$ cat src/rtl/mbx_pkg.sv
package mbx_pkg;

  typedef enum logic [1:0] {
    ST_IDLE = 2'd0,
    ST_FILL = 2'd1,
    ST_HOLD = 2'd2,
    ST_SEND = 2'd3
  } mbx_state_e;

endpackage

$ cat src/rtl/mbx_rst_sync.sv
module mbx_rst_sync (
  input  logic clk,
  input  logic rst_n,
  output logic rst_sync_n
);

  logic [1:0] sync_q;

  always_ff @(posedge clk or negedge rst_n) begin
    if (!rst_n) begin
      sync_q <= 2'b00;
    end else begin
      sync_q <= {sync_q[0], 1'b1};
    end
  end

  assign rst_sync_n = sync_q[1];

endmodule

$ cat src/rtl/mbx_round_plan.sv
module mbx_round_plan #(
  parameter int NUM_WIN = 4,
  parameter int DATA_W  = 32,
  parameter int LEN_W   = 12
) (
  input  logic [LEN_W-1:0]                 remain,
  output logic [LEN_W-1:0]                 rnd_bytes,
  output logic [$clog2(NUM_WIN+1)-1:0]     rnd_words,
  output logic [DATA_W/8-1:0]              tail_keep
);

  localparam int BPW     = DATA_W / 8;
  localparam int BPW_LG  = $clog2(BPW);
  localparam int CNT_W   = $clog2(NUM_WIN + 1);
  localparam int RND_CAP = NUM_WIN * BPW;

  logic             full_round;
  logic [BPW_LG-1:0] tail_bytes;

  assign full_round = (remain >= LEN_W'(RND_CAP));
  assign rnd_bytes  = full_round ? LEN_W'(RND_CAP) : remain;
  assign rnd_words  = full_round ? CNT_W'(NUM_WIN)
                                 : CNT_W'((remain + LEN_W'(BPW - 1)) >> BPW_LG);
  assign tail_bytes = rnd_bytes[BPW_LG-1:0];

  for (genvar b = 0; b < BPW; b++) begin : g_keep
    assign tail_keep[b] = (tail_bytes == '0) || (BPW_LG'(b) < tail_bytes);
  end

endmodule

$ cat src/rtl/mbx_word_buf.sv
module mbx_word_buf #(
  parameter int NUM_WIN = 4,
  parameter int DATA_W  = 32
) (
  input  logic                                     clk,
  input  logic                                     wr_en,
  input  logic [((NUM_WIN > 1) ? $clog2(NUM_WIN) : 1)-1:0] wr_slot,
  input  logic [DATA_W-1:0]                        wr_data,
  input  logic [DATA_W/8-1:0]                      wr_keep,
  input  logic [((NUM_WIN > 1) ? $clog2(NUM_WIN) : 1)-1:0] rd_slot,
  output logic [DATA_W-1:0]                        rd_data,
  output logic [DATA_W-1:0]                        head_word
);

  localparam int BPW   = DATA_W / 8;
  localparam int WIN_W = (NUM_WIN > 1) ? $clog2(NUM_WIN) : 1;

  logic [DATA_W-1:0] kept_data;
  logic [DATA_W-1:0] slot_arr [NUM_WIN];

  for (genvar b = 0; b < BPW; b++) begin : g_byte
    assign kept_data[b*8 +: 8] = wr_keep[b] ? wr_data[b*8 +: 8] : 8'h00;
  end

  for (genvar i = 0; i < NUM_WIN; i++) begin : g_slot
    logic             slot_en;
    logic [DATA_W-1:0] slot_q;

    assign slot_en = wr_en && (wr_slot == WIN_W'(i));

    always_ff @(posedge clk) begin
      if (slot_en) begin
        slot_q <= kept_data;
      end
    end

    assign slot_arr[i] = slot_q;
  end

  assign rd_data   = slot_arr[rd_slot];
  assign head_word = slot_arr[0];

endmodule

$ cat src/rtl/mbx_tx_ctrl.sv
module mbx_tx_ctrl
  import mbx_pkg::*;
#(
  parameter int NUM_WIN = 4,
  parameter int DATA_W  = 32,
  parameter int LEN_W   = 12
) (
  input  logic                                     clk,
  input  logic                                     rst_n,
  input  logic                                     start,
  input  logic [LEN_W-1:0]                         len,
  input  logic                                     word_valid,
  input  logic                                     trig_idle,
  input  logic [LEN_W-1:0]                         rnd_bytes,
  input  logic [$clog2(NUM_WIN+1)-1:0]             rnd_words,
  input  logic [DATA_W/8-1:0]                      tail_keep,
  input  logic [DATA_W-1:0]                        head_word,
  output logic [LEN_W-1:0]                         remain,
  output logic                                     word_ready,
  output logic                                     buf_wr,
  output logic [((NUM_WIN > 1) ? $clog2(NUM_WIN) : 1)-1:0] buf_wr_slot,
  output logic [DATA_W/8-1:0]                      buf_keep,
  output logic [((NUM_WIN > 1) ? $clog2(NUM_WIN) : 1)-1:0] buf_rd_slot,
  output logic                                     win_set,
  output logic [((NUM_WIN > 1) ? $clog2(NUM_WIN) : 1)-1:0] win_sel,
  output logic                                     busy,
  output logic                                     done,
  output logic                                     err
);

  localparam int BPW   = DATA_W / 8;
  localparam int CNT_W = $clog2(NUM_WIN + 1);
  localparam int WIN_W = (NUM_WIN > 1) ? $clog2(NUM_WIN) : 1;

  mbx_state_e       st_q, st_n;
  logic [LEN_W-1:0] rem_q, rem_n;
  logic             rem_en;
  logic [CNT_W-1:0] cnt_q, cnt_n;
  logic             done_q, done_n;
  logic             err_q, err_n;
  logic             last_word;
  logic             take_word;

  assign last_word = (cnt_q == (rnd_words - CNT_W'(1)));
  assign take_word = (st_q == ST_FILL) && word_valid;

  // next-state logic
  always_comb begin
    st_n   = st_q;
    rem_n  = rem_q;
    rem_en = 1'b0;
    cnt_n  = cnt_q;
    done_n = 1'b0;
    err_n  = 1'b0;
    case (st_q)
      ST_IDLE: begin
        if (start) begin
          if (len == '0) begin
            done_n = 1'b1;
          end else begin
            rem_n  = len;
            rem_en = 1'b1;
            cnt_n  = '0;
            st_n   = ST_FILL;
          end
        end
      end
      ST_FILL: begin
        if (word_valid) begin
          if (last_word) begin
            cnt_n = '0;
            st_n  = ST_HOLD;
          end else begin
            cnt_n = cnt_q + CNT_W'(1);
          end
        end
      end
      ST_HOLD: begin
        if (head_word == '0) begin
          err_n = 1'b1;
          st_n  = ST_IDLE;
        end else if (trig_idle) begin
          st_n = ST_SEND;
        end
      end
      ST_SEND: begin
        if (last_word) begin
          cnt_n  = '0;
          rem_n  = rem_q - rnd_bytes;
          rem_en = 1'b1;
          if (rem_q == rnd_bytes) begin
            done_n = 1'b1;
            st_n   = ST_IDLE;
          end else begin
            st_n = ST_FILL;
          end
        end else begin
          cnt_n = cnt_q + CNT_W'(1);
        end
      end
      default: st_n = ST_IDLE;
    endcase
  end

  // control registers
  always_ff @(posedge clk or negedge rst_n) begin
    if (!rst_n) begin
      st_q   <= ST_IDLE;
      cnt_q  <= '0;
      done_q <= 1'b0;
      err_q  <= 1'b0;
    end else begin
      st_q   <= st_n;
      cnt_q  <= cnt_n;
      done_q <= done_n;
      err_q  <= err_n;
    end
  end

  // remaining byte count, clock-enabled
  always_ff @(posedge clk or negedge rst_n) begin
    if (!rst_n) begin
      rem_q <= '0;
    end else if (rem_en) begin
      rem_q <= rem_n;
    end
  end

  assign remain      = rem_q;
  assign word_ready  = (st_q == ST_FILL);
  assign buf_wr      = take_word;
  assign buf_wr_slot = WIN_W'(cnt_q);
  assign buf_keep    = last_word ? tail_keep : {BPW{1'b1}};
  assign buf_rd_slot = WIN_W'(rnd_words - CNT_W'(1) - cnt_q);
  assign win_set     = (st_q == ST_SEND);
  assign win_sel     = WIN_W'(CNT_W'(NUM_WIN) - rnd_words + cnt_q);
  assign busy        = (st_q != ST_IDLE);
  assign done        = done_q;
  assign err         = err_q;

endmodule

$ cat src/rtl/mbx_msg_sender.sv
module mbx_msg_sender #(
  parameter int NUM_WIN = 4,
  parameter int DATA_W  = 32,
  parameter int LEN_W   = 12
) (
  input  logic                                     clk,
  input  logic                                     rst_n,
  input  logic                                     msg_start,
  input  logic [LEN_W-1:0]                         msg_len,
  input  logic                                     word_valid,
  input  logic [DATA_W-1:0]                        word_data,
  output logic                                     word_ready,
  input  logic                                     trig_idle,
  output logic                                     win_set,
  output logic [((NUM_WIN > 1) ? $clog2(NUM_WIN) : 1)-1:0] win_sel,
  output logic [DATA_W-1:0]                        win_wdata,
  output logic                                     busy,
  output logic                                     done,
  output logic                                     err
);

  localparam int BPW   = DATA_W / 8;
  localparam int CNT_W = $clog2(NUM_WIN + 1);
  localparam int WIN_W = (NUM_WIN > 1) ? $clog2(NUM_WIN) : 1;

  logic              rst_core_n;
  logic [LEN_W-1:0]  remain;
  logic [LEN_W-1:0]  rnd_bytes;
  logic [CNT_W-1:0]  rnd_words;
  logic [BPW-1:0]    tail_keep;
  logic [BPW-1:0]    buf_keep;
  logic              buf_wr;
  logic [WIN_W-1:0]  buf_wr_slot;
  logic [WIN_W-1:0]  buf_rd_slot;
  logic [DATA_W-1:0] head_word;

  mbx_rst_sync u_rst_sync (
    .clk        (clk),
    .rst_n      (rst_n),
    .rst_sync_n (rst_core_n)
  );

  mbx_round_plan #(
    .NUM_WIN (NUM_WIN),
    .DATA_W  (DATA_W),
    .LEN_W   (LEN_W)
  ) u_plan (
    .remain    (remain),
    .rnd_bytes (rnd_bytes),
    .rnd_words (rnd_words),
    .tail_keep (tail_keep)
  );

  mbx_word_buf #(
    .NUM_WIN (NUM_WIN),
    .DATA_W  (DATA_W)
  ) u_buf (
    .clk       (clk),
    .wr_en     (buf_wr),
    .wr_slot   (buf_wr_slot),
    .wr_data   (word_data),
    .wr_keep   (buf_keep),
    .rd_slot   (buf_rd_slot),
    .rd_data   (win_wdata),
    .head_word (head_word)
  );

  mbx_tx_ctrl #(
    .NUM_WIN (NUM_WIN),
    .DATA_W  (DATA_W),
    .LEN_W   (LEN_W)
  ) u_ctrl (
    .clk         (clk),
    .rst_n       (rst_core_n),
    .start       (msg_start),
    .len         (msg_len),
    .word_valid  (word_valid),
    .trig_idle   (trig_idle),
    .rnd_bytes   (rnd_bytes),
    .rnd_words   (rnd_words),
    .tail_keep   (tail_keep),
    .head_word   (head_word),
    .remain      (remain),
    .word_ready  (word_ready),
    .buf_wr      (buf_wr),
    .buf_wr_slot (buf_wr_slot),
    .buf_keep    (buf_keep),
    .buf_rd_slot (buf_rd_slot),
    .win_set     (win_set),
    .win_sel     (win_sel),
    .busy        (busy),
    .done        (done),
    .err         (err)
  );

endmodule

$ cat config.mk
export PLATFORM = sky130hd
export DESIGN_NAME = mbx_msg_sender
export DESIGN_NICKNAME = d
export VERILOG_FILES = /design/src/rtl/mbx_pkg.sv /design/src/rtl/mbx_rst_sync.sv /design/src/rtl/mbx_round_plan.sv /design/src/rtl/mbx_word_buf.sv /design/src/rtl/mbx_tx_ctrl.sv /design/src/rtl/mbx_msg_sender.sv
export SDC_FILE = /design/constraint.sdc
export NUM_CORES = 1
export LEC_CHECK = 0
export BUFFER_PORTS_ARGS = -buffer_cell sky130_fd_sc_hd__buf_2
export CORE_ASPECT_RATIO = 0.6
export CORE_MARGIN = 3
export CORE_UTILIZATION = 55
export CTS_CLUSTER_SIZE = 24
export DETAILED_ROUTE_END_ITERATION = 8
export PLACE_DENSITY = 0.83
export SLEW_MARGIN = 20
export SYNTH_ARGS = -nofsm -noshare
export SYNTH_HDL_FRONTEND = slang
export SYNTH_HIERARCHICAL = 1
export SYNTH_SLANG_ARGS = --single-unit
$ cat constraint.sdc
create_clock -name clk -period 7.1 [get_ports clk]
set_input_delay 0.355 -clock clk [delete_from_list [all_inputs] [get_ports clk]]
set_output_delay 0.355 -clock clk [all_outputs]
set_load 0.01 [all_outputs]
* Word-level counts from Yosys, hierarchy flattened *
Index checks and enable logic that the tools add are counted.
Widths: inputs -> output; s select.

word-level totals
  bits in registers = 149
  input port bits = 49
  output and inout port bits = 39
  logic and storage cells = 97

operators by class
  $add $sub $neg = 7
  $lt $le $gt $ge = 6
  equal/unequal tests = 14
  mux-type cells = 39
  bitwise operators = 1
  reductions and logical operators = 20

operator list
  kind                 count
  $bmux 32 s2          1
  $mux 32              2
  $mux 12              4
  $logic_not 32->1     1
  $mux 8               4
  $pmux 12 s2          1
  $mux 3               5
  $mux 2               7
  $eq 12x12->1         1
  $ge 12x5->1 const B  1
  $logic_not 12->1     1
  $sub 12x12->12       1
  $mux 1               10
  $pmux 3 s3           1
  $eq 2x2->1 const B   4
  $pmux 2 s4           1
  $logic_not 2->1      3
  $ne 2x2->1 const B   3
  $reduce_and 6->1     1
  $add 5x2->5 const B  1
  $logic_and 1x1->1    5
  $reduce_and 5->1     1
  $eq 2x1->1 const B   2
  $logic_or 1x1->1     4
  other kinds (17)     22

* Depth between registers and ports, before layout *
  depth in word-level cells = 8
  gate-level depth with buffers = 12
  gate-level depth less buffers = 12

* Hierarchy *
The synthesis kept the hierarchy.

by module, submodules not included
  module          instances  cells an instance  area each (um^2)  sequential area each (um^2)
  mbx_word_buf    1          203                4,889.7           3,843.7
  mbx_tx_ctrl     1          223                1,853.0           475.5
  mbx_round_plan  1          31                 219.0             0.0
  mbx_rst_sync    1          3                  53.8              50.0

* Worst setup path before layout *
Ideal clock, no wire load.

  path type = reg2reg
  start point = register u_ctrl.st_q[1]
  end point = register u_buf.g_slot[0].slot_q[0] (netlist: u_buf/head_word[0]), enable pin
  library setup time = 0.468 ns
  arrival = 3.334 ns
  required time = 6.632 ns
  path slack = 3.298 ns
  stages on the path, launching flop included = 5
  path buffers = 0
  period minus slack after synthesis = 3.802 ns
  cells stage by stage = dfrtp_1 > inv_1 > ha_1 > and2_1 > nor3b_1

on the way
  cells in the longest elaborated chain, start to end = 3

ends and longest elaborated chain
  what                         line                  text
  start, declared              mbx_tx_ctrl.sv:35     mbx_state_e st_q, st_n;
  start signal, assigned       mbx_tx_ctrl.sv:113    st_q <= st_n;
  $eq 2x1->1                   --
  net word_ready               mbx_msg_sender.sv:12  output logic word_ready,
  $logic_and 1x1->1            mbx_tx_ctrl.sv:45     assign take_word = (st_q == ST_FILL) && word_valid;
  net buf_wr                   mbx_msg_sender.sv:32  logic buf_wr;
  $logic_and 1x1->1            mbx_word_buf.sv:29    assign slot_en = wr_en && (wr_slot == WIN_W'(i));
  net u_buf.g_slot[0].slot_en  mbx_word_buf.sv:26    logic slot_en;
  end signal, assigned         mbx_word_buf.sv:33    slot_q <= kept_data;
  end, declared                mbx_word_buf.sv:27    logic [DATA_W-1:0] slot_q;

The timed path passes the listed nets, and every way through them passes these cells.
A chain may end at the register's enable or synchronous reset.

* Final worst setup path *
  start point = register u_ctrl.rem_q[6] (netlist: u_ctrl/remain[6])
  end point = output port win_wdata[16]

on the way
  cells in the longest elaborated chain, start to end = 8

ends and longest elaborated chain
  what                                        line                  text
  start, declared                             mbx_tx_ctrl.sv:36     logic [LEN_W-1:0] rem_q, rem_n;
  start signal, assigned                      mbx_tx_ctrl.sv:125    rem_q <= rem_n;
  $ge 12x5->1                                 mbx_round_plan.sv:20  assign full_round = (remain >= LEN_W'(RND_CAP));
  $mux 3                                      mbx_round_plan.sv:22  assign rnd_words = full_round ? CNT_W'(NUM_WIN)
  net rnd_words[0]                            mbx_msg_sender.sv:29  logic [CNT_W-1:0] rnd_words;
  $sub 3x1->3                                 mbx_tx_ctrl.sv:134    assign buf_rd_slot = WIN_W'(rnd_words - CNT_W'(1) - cnt_q);
  $sub 2x2->2                                 mbx_tx_ctrl.sv:134
  net buf_rd_slot[1]                          mbx_msg_sender.sv:34  logic [WIN_W-1:0] buf_rd_slot;
  $not 2->3 (implied by the code)             mbx_word_buf.sv:40    assign rd_data = slot_arr[rd_slot];
  $bmux 32 s2                                 mbx_word_buf.sv:40
  $mux 32 (implied by the code) (2 in a row)  mbx_word_buf.sv:40
  end, declared                               mbx_msg_sender.sv:16  output logic [DATA_W-1:0] win_wdata,

The timed path passes the listed nets, and every way through them passes these cells. The select of a mux whose other input is x is not followed.

==> results.md <==
- Status: finished clean
- Hold WC Path Type: in -> reg
- First-pass GRT wire length: 24.3 mm
- Drt first pass iters: 5
- Final Setup Violations: 0
- Sequential element share of the synthesized area: 0.623
- Seq cells post-synth: 149
- CP endpoint kind: output port
- Normalized max-slew margin: 0.408
- CP Max Fanout: 32
- Peak per-stage delay on the critical path: 500 ps
- Count leader, synth: edfxtp_1
- Grt ovf: 0
- Layout cells sized above 1: 0.304
- Crit path DAT: 3750 ps
- Nets: 631
- Met1 wire length: 6.81 mm
- Inserted Clock Buffers: 17
- Unique masters post-synth: 65
- Slew Viols, Final: 0
- WL final: 15.2 mm
- Startpoint types: register
- Req. time, crit path: 6740 ps
- Setup CP Type: reg -> out
- Post_cts resized: 0
- CP max stage cell: nor4_2
- Drt drc: 0
- Synth top area share: 0.548
- Worst vdd rail ir drop: 188 uV
- H-tree depth: 4
- Worst-skew pair later-pin latency: 420 ps
- Avg Cell Area, Syn: 15.3 sq um
- Worst Tran Pin Value: 887 ps
- RSZ-0062 raised after global routing: false
- WL met3: 1.13 mm
- Largest cells by area after synthesis: edfxtp_1 (55%), mux4_2 (9.6%), dfrtp_1 (7.5%), ha_1 (3.9%), and2_1 (3.0%)
- Num rows: 31
- Setup TNS: 0 ps
- Num Clock Sinks: 149
- Initial antenna violation count: 0
- Number of global-route vias before repair: 4443
- DP HPWL: 10.2 mm
- Die width: 152 um
- Iteration-0 DRC Markers: 430
- Die Height: 93.5 um
- Top Layer Used: met4
- Yosys warning count: 6
- Final GP Congestion: 0.845
- Largest net degree at the start of global routing: 33
- Max Clock Freq: 243 MHz
- Asr flop ratio synth: 0.141
- Dominant cell type by area after synthesis: edfxtp_1
- GRT Overall Usage: 0.224
- Starting Density: 0.572
- Deepest clock path buffer count: 2
- Placeable Area: 12300 sq um
- Mapped Area: 7020 sq um
- Diodes inserted: 0
- Met2 wire len: 6.95 mm
- Cells after synthesis: 460
- PortBufs: 87
- Final worst path period need: 4110 ps
- Clk_skew: 13.1 ps
- MaxCap Viol Count: 0
- Num ports: 88
- Leakage: 3.06 nW
- Total number of vias: 4333
- Prevailing post-synth register cell: edfxtp_1
- TritonCTS clock tree: done
- Total Die Area: 14200 sq um
- Per-cell routed wire length: 20.6 um
- Post-synth EDFFs: 128
- Clock transition at the registers of the reported paths: 60 ps
- Worst-path cell chain: nor4_2 > and2_1 > inv_2 > nor3_2 > inv_1 > ha_1 > xor2_1 > xnor2_2 > buf_4 > mux4_2 > buf_2
- Hold Violations, Final: 0
- Root Driver: clkbuf_16
- Final hold slack: 196 ps
- Via density: 5.88
- Layout area overhead: 16.5%
- Tcrit/Tclk final: 0.579
- Most common library cells after synthesis: edfxtp_1 (128), and2_1 (34), mux4_2 (30)
- Final Power: 3.27 mW
- Remaining antenna violation count: 0
- Power Density: 401 nW/um^2
==> worst max-delay path, delay by kind of cell (launching register included) <==
| family | cells | cell delay [ps] |
|---|---|---|
| fa+ha+maj | 1 | 320 |
| xor+xnor | 2 | 490 |
| simple gates | 3 | 990 |
| buf+inv | 4 | 730 |
| flops | 1 | 400 |
| mux | 1 | 400 |
==> final timing paths <==
kind                                      startpoint              endpoint  slack [ps]  cells after the start
worst max-delay path                u_ctrl/remain[6]         win_wdata[16]        2990                     11
worst min-delay path                       msg_start           u_ctrl/done         200                      3
worst max register to register      u_ctrl/remain[6]     u_ctrl/remain[11]        3500                     13
worst min register to register  u_rst_sync/sync_q[1]      u_ctrl/remain[4]         360                      0
max in group asynchronous       u_rst_sync/sync_q[1]       u_ctrl/cnt_q[1]        6180                      0
min in group asynchronous                      rst_n  u_rst_sync/sync_q[1]         250                      2
==> per-layer routing <==
metal	track usage	vias to the layer above
met5	0	-
met4	0.0733	0
met3	0.0546	30
met2	0.347	197
met1	0.319	2144
li1	-	1962
==> flip-flops by register name (all words and copies together), names as in the netlist <==
register             cells
u_ctrl/done              1
u_ctrl/cnt_q             3
u_buf/head_word         32
u_rst_sync/sync_q        2
u_ctrl/st_q              2
u_buf/g_slot.slot_q     96
u_ctrl/err               1
u_ctrl/remain           12
==> placed cells by master, fill, tap and decap left out, types with 6 or more instances in the layout <==
master,count
ha_1,21
nor4_1,9
nor2_1,17
buf_2,87
nor3_1,6
mux2i_1,7
conb_1,9
dfrtp_1,21
xnor2_1,6
o21ai_0,13
inv_1,29
nand2_1,20
and2_1,34
and3_2,6
a21oi_1,13
clkbuf_16,17
buf_4,7
nand2b_1,7
mux4_2,30
nand4_1,6
inv_6,6
edfxtp_1,128
==> where the power goes <==
part | internal, mW | leakage, nW | switching (mW)
logic | 0.515 | 1.35 | 0.650
clock network | 0.528 | 0.295 | 0.375
registers | 1.11 | 1.41 | 0.0996
==> metrics by stage <==
stage | worst slack [ps] | utilization | std cells | cell area (sq um)
finish | 2990 | 0.667 | 737 | 8170
global route | 2670 | 0.667 | 737 | 8170
CTS | 2990 | 0.667 | 737 | 8170
detailed placement | 3430 | 0.617 | 704 | 7570
global placement | 3580 | 0.617 | 704 | 7570
floorplan | 3300 | - | 466 | 7040
==> what timing repair did <==
item | 4_1_cts | 5_1_grt
setup buffers | 0 | 0
hold endpoints to repair | 2 | 0
hold buffers | 1 | 0
==> cells by family (layout without fill, tap and decap cells) <==
family          Yosys count  count (layout)  synth area share
compound gates           57              57            0.0569
xor+xnor                 11              11            0.0157
fa+ha+maj                23              23            0.0421
buf+inv                  51             157            0.0419
flops                   149             149             0.623
mux                      40              40             0.115
other cells               3               9           0.00161
simple gates            126             126             0.104
==> cell type report <==
type | instances | area [sq um]
timing repair buffer | 95 | 498
sequential | 149 | 4370
fill | 880 | 4090
clock buffer | 17 | 425
clock inverter | 15 | 169
tap | 165 | 206
inverter | 30 | 113
multi-input combinational | 266 | 2390
Note: power is estimated with default switching activity, not from simulation.
